==> src/rtl/hsw_fault_pkg.sv <==
package hsw_fault_pkg;
   localparam int FAULT_W = 6;
   localparam int STAT_W  = 7;
   localparam int FB_OV    = 0;
   localparam int FB_UV    = 1;
   localparam int FB_OC    = 2;
   localparam int FB_PBAD  = 3;
   localparam int FB_CARD  = 4;
   localparam int FB_SHORT = 5;
   localparam int SB_GATE  = 6;
   localparam int CB_EN    = 0;
   localparam int CB_RETRY = 1;
   typedef enum logic [1:0] {
      RA_CTRL  = 2'd0,
      RA_MASK  = 2'd1,
      RA_STAT  = 2'd2,
      RA_FAULT = 2'd3
   } reg_addr_e;
endpackage

==> src/rtl/hsw_sync.sv <==
module hsw_sync #(
   parameter int W      = 1,
   parameter int STAGES = 2
) (
   input  logic         clk,
   input  logic         rst_n,
   input  logic [W-1:0] d,
   output logic [W-1:0] q
);
   logic [W-1:0] stg [STAGES];

   for (genvar i = 0; i < STAGES; i++) begin : g_stage
      if (i == 0) begin : g_first
         always_ff @(posedge clk or negedge rst_n) begin
            if (!rst_n) stg[0] <= '0;
            else        stg[0] <= d;
         end
      end else begin : g_next
         always_ff @(posedge clk or negedge rst_n) begin
            if (!rst_n) stg[i] <= '0;
            else        stg[i] <= stg[i-1];
         end
      end
   end

   assign q = stg[STAGES-1];
endmodule

==> src/rtl/hsw_fault_reg.sv <==
module hsw_fault_reg
   import hsw_fault_pkg::*;
(
   input  logic               clk,
   input  logic               rst_n,
   input  logic [FAULT_W-1:0] live_set,
   input  logic               wr_clr,
   input  logic [FAULT_W-1:0] wr_keep,
   input  logic               card_fall,
   input  logic               clr_all,
   output logic [FAULT_W-1:0] fault_q,
   output logic [FAULT_W-1:0] fault_nx
);
   always_comb begin
      fault_nx = fault_q;
      if (wr_clr) fault_nx = fault_nx & wr_keep;
      fault_nx = fault_nx | live_set;
      if (card_fall) begin
         fault_nx[FB_OV]    = 1'b0;
         fault_nx[FB_UV]    = 1'b0;
         fault_nx[FB_OC]    = 1'b0;
         fault_nx[FB_PBAD]  = 1'b0;
         fault_nx[FB_SHORT] = 1'b0;
         fault_nx[FB_CARD]  = 1'b1;
      end
      if (clr_all) fault_nx = '0;
   end

   always_ff @(posedge clk or negedge rst_n) begin
      if (!rst_n) fault_q <= '0;
      else        fault_q <= fault_nx;
   end
endmodule

==> src/rtl/hsw_alert_arm.sv <==
module hsw_alert_arm
   import hsw_fault_pkg::*;
(
   input  logic               clk,
   input  logic               rst_n,
   input  logic [FAULT_W-1:0] fault_q,
   input  logic [FAULT_W-1:0] fault_nx,
   input  logic [FAULT_W-1:0] mask_q,
   input  logic               ack,
   output logic               alert_oe
);
   logic [FAULT_W-1:0] told_q;
   logic [FAULT_W-1:0] told_nx;

   always_comb begin
      told_nx = ack ? (fault_q & mask_q) : told_q;
      told_nx = told_nx & fault_nx;
   end

   always_ff @(posedge clk or negedge rst_n) begin
      if (!rst_n) told_q <= '0;
      else        told_q <= told_nx;
   end

   assign alert_oe = |(fault_q & mask_q & ~told_q);
endmodule

==> src/rtl/hsw_fault_ctrl.sv <==
module hsw_fault_ctrl
   import hsw_fault_pkg::*;
#(
   parameter int          DW          = 8,
   parameter int          SYNC_STAGES = 2,
   parameter logic [7:0]  CTRL_RESET  = 8'h01
) (
   input  logic          clk,
   input  logic          rst_n,
   input  logic          ov_in,
   input  logic          uv_in,
   input  logic          oc_in,
   input  logic          fb_low_in,
   input  logic          short_in,
   input  logic          card_in,
   input  logic          gate_on_in,
   input  logic          en_pin_in,
   input  logic          uv_reset_in,
   input  logic          lockout_in,
   input  logic          reg_wr,
   input  logic [1:0]    reg_addr,
   input  logic [DW-1:0] reg_wdata,
   output logic [DW-1:0] reg_rdata,
   input  logic          ara_ack,
   input  logic          bus_addressed,
   output logic          alert_oe,
   output logic          pgood_low,
   output logic          switch_on
);
   localparam int NSYNC = 10;

   if (DW < 8) begin : g_bad_dw
      $error("hsw_fault_ctrl: DW must be at least 8");
   end
   if (SYNC_STAGES < 2) begin : g_bad_sync
      $error("hsw_fault_ctrl: SYNC_STAGES must be at least 2");
   end

   logic [NSYNC-1:0] raw_vec, syn_vec;
   assign raw_vec = {lockout_in, uv_reset_in, en_pin_in, gate_on_in, card_in,
                     short_in, fb_low_in, oc_in, uv_in, ov_in};

   hsw_sync #(.W(NSYNC), .STAGES(SYNC_STAGES)) u_sync (
      .clk(clk), .rst_n(rst_n), .d(raw_vec), .q(syn_vec)
   );

   logic ov_s, uv_s, oc_s, pbad_s, short_s, card_s, gate_s, en_s, uvr_s, lock_s;
   assign {lock_s, uvr_s, en_s, gate_s, card_s, short_s, pbad_s, oc_s, uv_s, ov_s} = syn_vec;

   logic [STAT_W-1:0] st_vec;
   always_comb begin
      st_vec           = '0;
      st_vec[FB_OV]    = ov_s;
      st_vec[FB_UV]    = uv_s;
      st_vec[FB_OC]    = oc_s;
      st_vec[FB_PBAD]  = pbad_s;
      st_vec[FB_CARD]  = card_s;
      st_vec[FB_SHORT] = short_s;
      st_vec[SB_GATE]  = gate_s;
   end

   logic [DW-1:0]      ctrl_q;
   logic [FAULT_W-1:0] mask_q;
   logic               wr_ctrl, wr_mask, wr_fault;
   assign wr_ctrl  = reg_wr && (reg_addr_e'(reg_addr) == RA_CTRL);
   assign wr_mask  = reg_wr && (reg_addr_e'(reg_addr) == RA_MASK);
   assign wr_fault = reg_wr && (reg_addr_e'(reg_addr) == RA_FAULT);

   always_ff @(posedge clk or negedge rst_n) begin
      if (!rst_n) begin
         ctrl_q <= DW'(CTRL_RESET);
         mask_q <= '0;
      end else begin
         if (wr_ctrl) ctrl_q <= reg_wdata;
         if (wr_mask) mask_q <= reg_wdata[FAULT_W-1:0];
      end
   end

   logic en_eff, en_prev, card_prev, en_fall, card_fall, clr_all;
   assign en_eff = en_s & ctrl_q[CB_EN];

   always_ff @(posedge clk or negedge rst_n) begin
      if (!rst_n) begin
         en_prev   <= 1'b0;
         card_prev <= 1'b0;
      end else begin
         en_prev   <= en_eff;
         card_prev <= card_s;
      end
   end

   assign en_fall   = en_prev & ~en_eff;
   assign card_fall = card_prev & ~card_s;
   assign clr_all   = en_fall | uvr_s | lock_s;

   logic [FAULT_W-1:0] live_set;
   always_comb begin
      live_set           = '0;
      live_set[FB_OV]    = ov_s;
      live_set[FB_UV]    = uv_s;
      live_set[FB_OC]    = oc_s;
      live_set[FB_PBAD]  = pbad_s & gate_s;
      live_set[FB_SHORT] = short_s;
   end

   logic [FAULT_W-1:0] fault_q, fault_nx;
   hsw_fault_reg u_freg (
      .clk(clk), .rst_n(rst_n), .live_set(live_set), .wr_clr(wr_fault),
      .wr_keep(reg_wdata[FAULT_W-1:0]), .card_fall(card_fall), .clr_all(clr_all),
      .fault_q(fault_q), .fault_nx(fault_nx)
   );

   logic ack_any;
   assign ack_any = ara_ack | bus_addressed;

   hsw_alert_arm u_alert (
      .clk(clk), .rst_n(rst_n), .fault_q(fault_q), .fault_nx(fault_nx),
      .mask_q(mask_q), .ack(ack_any), .alert_oe(alert_oe)
   );

   logic hold_off;
   always_comb begin
      if (ctrl_q[CB_RETRY]) hold_off = |st_vec[FB_OC:FB_OV];
      else                  hold_off = |fault_q[FB_OC:FB_OV];
   end
   assign switch_on = en_eff & ~hold_off;
   assign pgood_low = pbad_s;

   always_comb begin
      reg_rdata = '0;
      unique case (reg_addr_e'(reg_addr))
         RA_CTRL:  reg_rdata = ctrl_q;
         RA_MASK:  reg_rdata[FAULT_W-1:0] = mask_q;
         RA_STAT:  reg_rdata[STAT_W-1:0]  = st_vec;
         RA_FAULT: reg_rdata[FAULT_W-1:0] = fault_q;
      endcase
   end
endmodule

==> config.mk <==
export PLATFORM = sky130hd
export DESIGN_NAME = hsw_fault_ctrl
export DESIGN_NICKNAME = d
export VERILOG_FILES = /design/src/rtl/hsw_fault_pkg.sv /design/src/rtl/hsw_sync.sv /design/src/rtl/hsw_fault_reg.sv /design/src/rtl/hsw_alert_arm.sv /design/src/rtl/hsw_fault_ctrl.sv
export SDC_FILE = /design/constraint.sdc
export NUM_CORES = 1
export LEC_CHECK = 0
export CAP_MARGIN = 15
export CORE_MARGIN = 2
export CORE_UTILIZATION = 40
export CTS_CLUSTER_DIAMETER = 150
export DETAILED_ROUTE_END_ITERATION = 7
export DONT_BUFFER_PORTS = 1
export HOLD_SLACK_MARGIN = 0.15
export PLACE_DENSITY_LB_ADDON = 0.3
export SYNTH_ARGS = -nofsm -noshare
export SYNTH_HDL_FRONTEND = slang
export SYNTH_SLANG_ARGS = --single-unit
==> constraint.sdc <==
create_clock -name clk -period 2.2 [get_ports clk]
set_input_delay 0.44 -clock clk [delete_from_list [all_inputs] [get_ports clk]]
set_output_delay 0.44 -clock clk [all_outputs]
set_load 0.02 [all_outputs]
=== Word-level counts from Yosys, hierarchy flattened ===
Cells that the tools add are included.

* Logic and storage cells: 43
* Register bits after elaboration: 48
* Input port bits: 25

* Eq/ne operators: 3
* Mux-type cells: 8
* Reduce and logical (&&, ||, !) cells: 7
* Bitwise operators: 17

{| class="wikitable"
|+ Operator list
! operator !! count
|-
| 6-bit AND || 4
|-
| 6-bit two-way mux || 4
|-
| 6-bit one-hot mux with 4 select lines || 1
|-
| 6-bit NOT || 1
|-
| 6-bit OR || 1
|-
| 3-bit OR reduction || 2
|-
| 6-bit OR reduction || 1
|-
| 1-bit AND || 5
|-
| 2-bit equality test (second input constant) || 2
|-
| 1-bit logical AND || 3
|-
| 1-bit NOT || 3
|-
| 1-bit OR || 3
|-
| 2-bit by 1-bit equality test with 1-bit output (second input constant) || 1
|-
| 2-bit logical NOT || 1
|-
| 1-bit two-way mux || 2
|-
| 1-bit one-hot mux with 2 select lines || 1
|}

=== Logic depth before layout (Yosys ltp) ===
* Depth in word-level cells: 7
* Depth in mapped cells: 4
* Depth with buffers taken out: 3

=== Modules after synthesis ===
Synthesis repeated with hierarchy kept, for this count alone.

* Cell total of the unflattened synthesis: 145
* Area, all modules: 1989.4 um^2

{| class="wikitable"
|+ Modules (own cells, without submodules)
! module !! cells an instance !! area an instance (um^2) !! instances
|-
| hsw_fault_ctrl || 54 || 835.8 || 1
|-
| hsw_sync || 30 || 575.6 || 1
|-
| hsw_alert_arm || 35 || 315.3 || 1
|-
| hsw_fault_reg || 26 || 262.8 || 1
|}

=== Least setup slack after synthesis ===
OpenSTA, ideal clock, no wires.

* Path type: input to output
* Start: input reg_addr[1]
* End: output reg_rdata[7]
* Buffers on the path: 1
* Data required time: 1760 ps
* Arrival: 1156 ps
* Stages: 2
* Setup slack: 604 ps
* Cell sequence: buf_2 nor3b_1

* Word-level cells in the longest chain between the ends: 2

{| class="wikitable"
|+ Ends and longest elaborated chain
! element !! line !! source
|-
| start: declaration || hsw_fault_ctrl.sv:21 || <nowiki>input logic [1:0] reg_addr,</nowiki>
|-
| 2-bit logical NOT || hsw_fault_ctrl.sv:131 || <nowiki>unique case (reg_addr_e'(reg_addr))</nowiki>
|-
| 1-bit two-way mux || hsw_fault_ctrl.sv:131 ||
|-
| end: declaration || hsw_fault_ctrl.sv:23 || <nowiki>output logic [DW-1:0] reg_rdata,</nowiki>
|}

Every way passes these cells.

=== Worst setup path in the final report ===
* Start: register ctrl_q[1]
* End: output switch_on

* Word-level cells in the longest chain between the ends: 3

{| class="wikitable"
|+ Ends and longest elaborated chain
! element !! line !! source
|-
| start: declaration || hsw_fault_ctrl.sv:62 || <nowiki>logic [DW-1:0] ctrl_q;</nowiki>
|-
| start signal: assignment || hsw_fault_ctrl.sv:71 || <nowiki>ctrl_q <= DW'(CTRL_RESET);</nowiki>
|-
| start signal: assignment || hsw_fault_ctrl.sv:74 || <nowiki>if (wr_ctrl) ctrl_q <= reg_wdata;</nowiki>
|-
| 1-bit two-way mux || hsw_fault_ctrl.sv:123 || <nowiki>if (ctrl_q[CB_RETRY]) hold_off = |st_vec[FB_OC:FB_OV];</nowiki>
|-
| 1-bit NOT || hsw_fault_ctrl.sv:126 || <nowiki>assign switch_on = en_eff & ~hold_off;</nowiki>
|-
| 1-bit AND || hsw_fault_ctrl.sv:126 ||
|-
| end: declaration || hsw_fault_ctrl.sv:28 || <nowiki>output logic switch_on</nowiki>
|}

Every way passes these cells.

==> impl_metrics.ini <==
[timing]
min_period_over_period_pct = 84.0
fin_skew_ps = 4.75
setup_ws_ps = 352
setup_violations = 0
slew_viol_final = 0
period_minus_slack_ps = 1850
max_freq_mhz = 541
slew_headroom_pct = 56.1
setup_tns_ps = 0
hold_viol_final = 0
hold_ws_ps = 168
tightest_slew_ps = 657
rsz0062_at_grt = no

[floorplan]
core_area_um2 = 4660
start_util_pct = 40.7
fp.dieH_um = 72.9
chipWidth_um = 72.9
die_area_um2 = 5310
std_cell_rows = 25
num_io_pins = 36

[global_route]
track_usage_pct = 14.8
antenna_found_initial = 0
grt_pass1_vias = 1142
grt_max_degree = 49
globalRouteOverflowTotal = 0
grt_pass1_wl_um = 5740

[cts]
htreeDepth = 2
cts.sinks = 48
post_cts_resized = 0
numCtsBuffers = 5
clkTransAtPathRegs_ps = 80
cts_tree = done
clockBufferDepth = 2
cts-root-buf = clkbuf_8
clock_latency_ps = 290

[route]
drc = 0
top_layer_used = met4
first_pass_iters = 4
via_per_inst = 5.61
drtAntennaViolNets = 0
wirelength_um = 3580
met1Wirelength_um = 1610
dr_wl_met2_um = 1710
wl_met3_um = 221
drt-wirelength-per-cell_um = 18.2
drt_iter0_drc = 72
vias = 1105

[setup_path]
setup.worst_path.end_class = primary output
cp_max_fo = 4
crit_type = reg2out
cp.arrival_ps = 1410
start_kind = flip-flop
cp.required_ps = 1760

[synthesis]
ys_types = 27
yosys.area.top_type = dfrtp_1
ys_top_cells_by_count = 47 x dfrtp_1, 14 x mux2_2, 13 x nand2_1, 9 x nor2_1, 9 x or2_2
async_flop_share_pct = 100
synth_area_leaders = dfrtp_1 62%, mux2_2 8.3%, mux4_2 7.1%, or2_2 3.0%, nand2_1 2.6%
synth_nets = 159
synthCells = 134
syn_area_um2 = 1900
synth_top_cell_area_share_pct = 62.0
synth_seq_cells = 48
synth_top_flop_cell = dfrtp_1
syn_avg_cell_area_um2 = 14.2
synth_edf_count = 0
synth_seq_area_share_pct = 63.3
yosys.cell_count.top_type = dfrtp_1
ys_warn_count = 0

[power]
p_leak_nw = 0.867
power_per_cell_area_nw_per_um2 = 833
irDropWorstVdd_mv = 0.333

[layout]
area_delta_synth_final_pct = 10.2
final_nets = 167
drive_gt1_share_pct = 28.7
diodes = 0
fin_cells = 197
fin_util_pct = 44.9

[min_path]
hold_class = in2reg

[outcome]
status = complete, no violations

[place]
dp_hpwl_um = 2450
preCtsSetupSlack_ps = 668
routabilityCongestion = 0.758
port_buffers = 0
dp.cells = 186

[flow_run]
cap_violations = 0
-- per-layer routing --
metal | up-vias | GRT usage, %
li1 | 504 | -
met4 | 0 | 4.94
met1 | 571 | 20.4
met2 | 26 | 21.7
met3 | 4 | 5.66
met5 | - | 0
-- state kept, by name (all words and copies together) (netlist names) --
name / count
mask_q: 6
en_prev: 1
ctrl_q: 8
card_prev: 1
u_sync.stg: 10
u_alert.told_q: 6
u_freg.fault_q: 6
u_sync.q: 10
-- repair_timing --
item | 4_1_cts | 5_1_grt
endpoints found under the hold margin | 48 | 1
buffers inserted | 0 | 0
hold buffers | 2 | 1
-- per-stage QoR --
| step | total power (W) | instance area (µm²) |
|---|---|---|
| floorplan | 0.00118 | 1900 |
| global placement | 0.00120 | 1950 |
| detailed placement | 0.00121 | 1950 |
| CTS | 0.00177 | 2080 |
| global route | 0.00182 | 2090 |
| finish | 0.00174 | 2090 |
-- worst paths after layout --
check / end / from / cells past startpoint / slack (ps)
min reg2reg: u_sync.q[6]$_DFF_PN0_ / u_sync.stg[16]$_DFF_PN0_ / 0 / 350
max reg2reg: u_alert.told_q[5]$_DFF_PN0_ / ctrl_q[0]$_DFFE_PN1P_ / 3 / 750
min in group asynchronous: ctrl_q[5]$_DFFE_PN0P_ / rst_n / 2 / 650
max in group asynchronous: ctrl_q[0]$_DFFE_PN1P_ / rst_n / 2 / 1280
min: u_sync.stg[12]$_DFF_PN0_ / oc_in / 0 / 170
max: switch_on / ctrl_q[1]$_DFFE_PN0P_ / 3 / 350
-- kinds of logic (layout without fill, tap and decap cells) --
group / Yosys count / count (layout) / synth area share [%]
multiplexers: 21 / 21 / 16.0
AO/OA/AOI/OAI: 18 / 18 / 6.39
flip-flops: 48 / 48 / 63.3
AND/OR/NAND/NOR: 44 / 44 / 13.3
buffers and inverters: 3 / 12 / 1.05
-- report_power, final --
| group | switching (W) | internal [W] |
|---|---|---|
| Clock | 0.000270 | 0.000257 |
| Sequential | 0.0000475 | 0.000959 |
| Combinational | 0.000104 | 0.000105 |
| Total | 0.000422 | 0.00132 |
-- layout by cell type (no fill, tap or decap), drive strengths merged, types with 2 or more instances in the layout --
cell,count
mux2,14
or2,9
dlygate4sd3,2
a21oi,4
nand4b,2
nand3b,2
buf,2
nor2b,2
nor3b,2
nor2,9
a211oi,6
dfrtp,47
mux4,6
nand2,13
clkbuf,8
o22ai,6
-- final cells by class --
class	count	area, µm²
fillers	433	2570
flip-flops and latches	48	1200
multi-input cells	83	676
clock buffers	8	90.1
well taps	54	67.6
repair buffers	4	55.1
-- critical path, stage by stage (launching register included) --
cell     delay [ps]
dfrtp_1         420
nor4_1          280
a21oi_1          70
nor2b_1         350
Note: power is estimated with default switching activity, not from simulation.
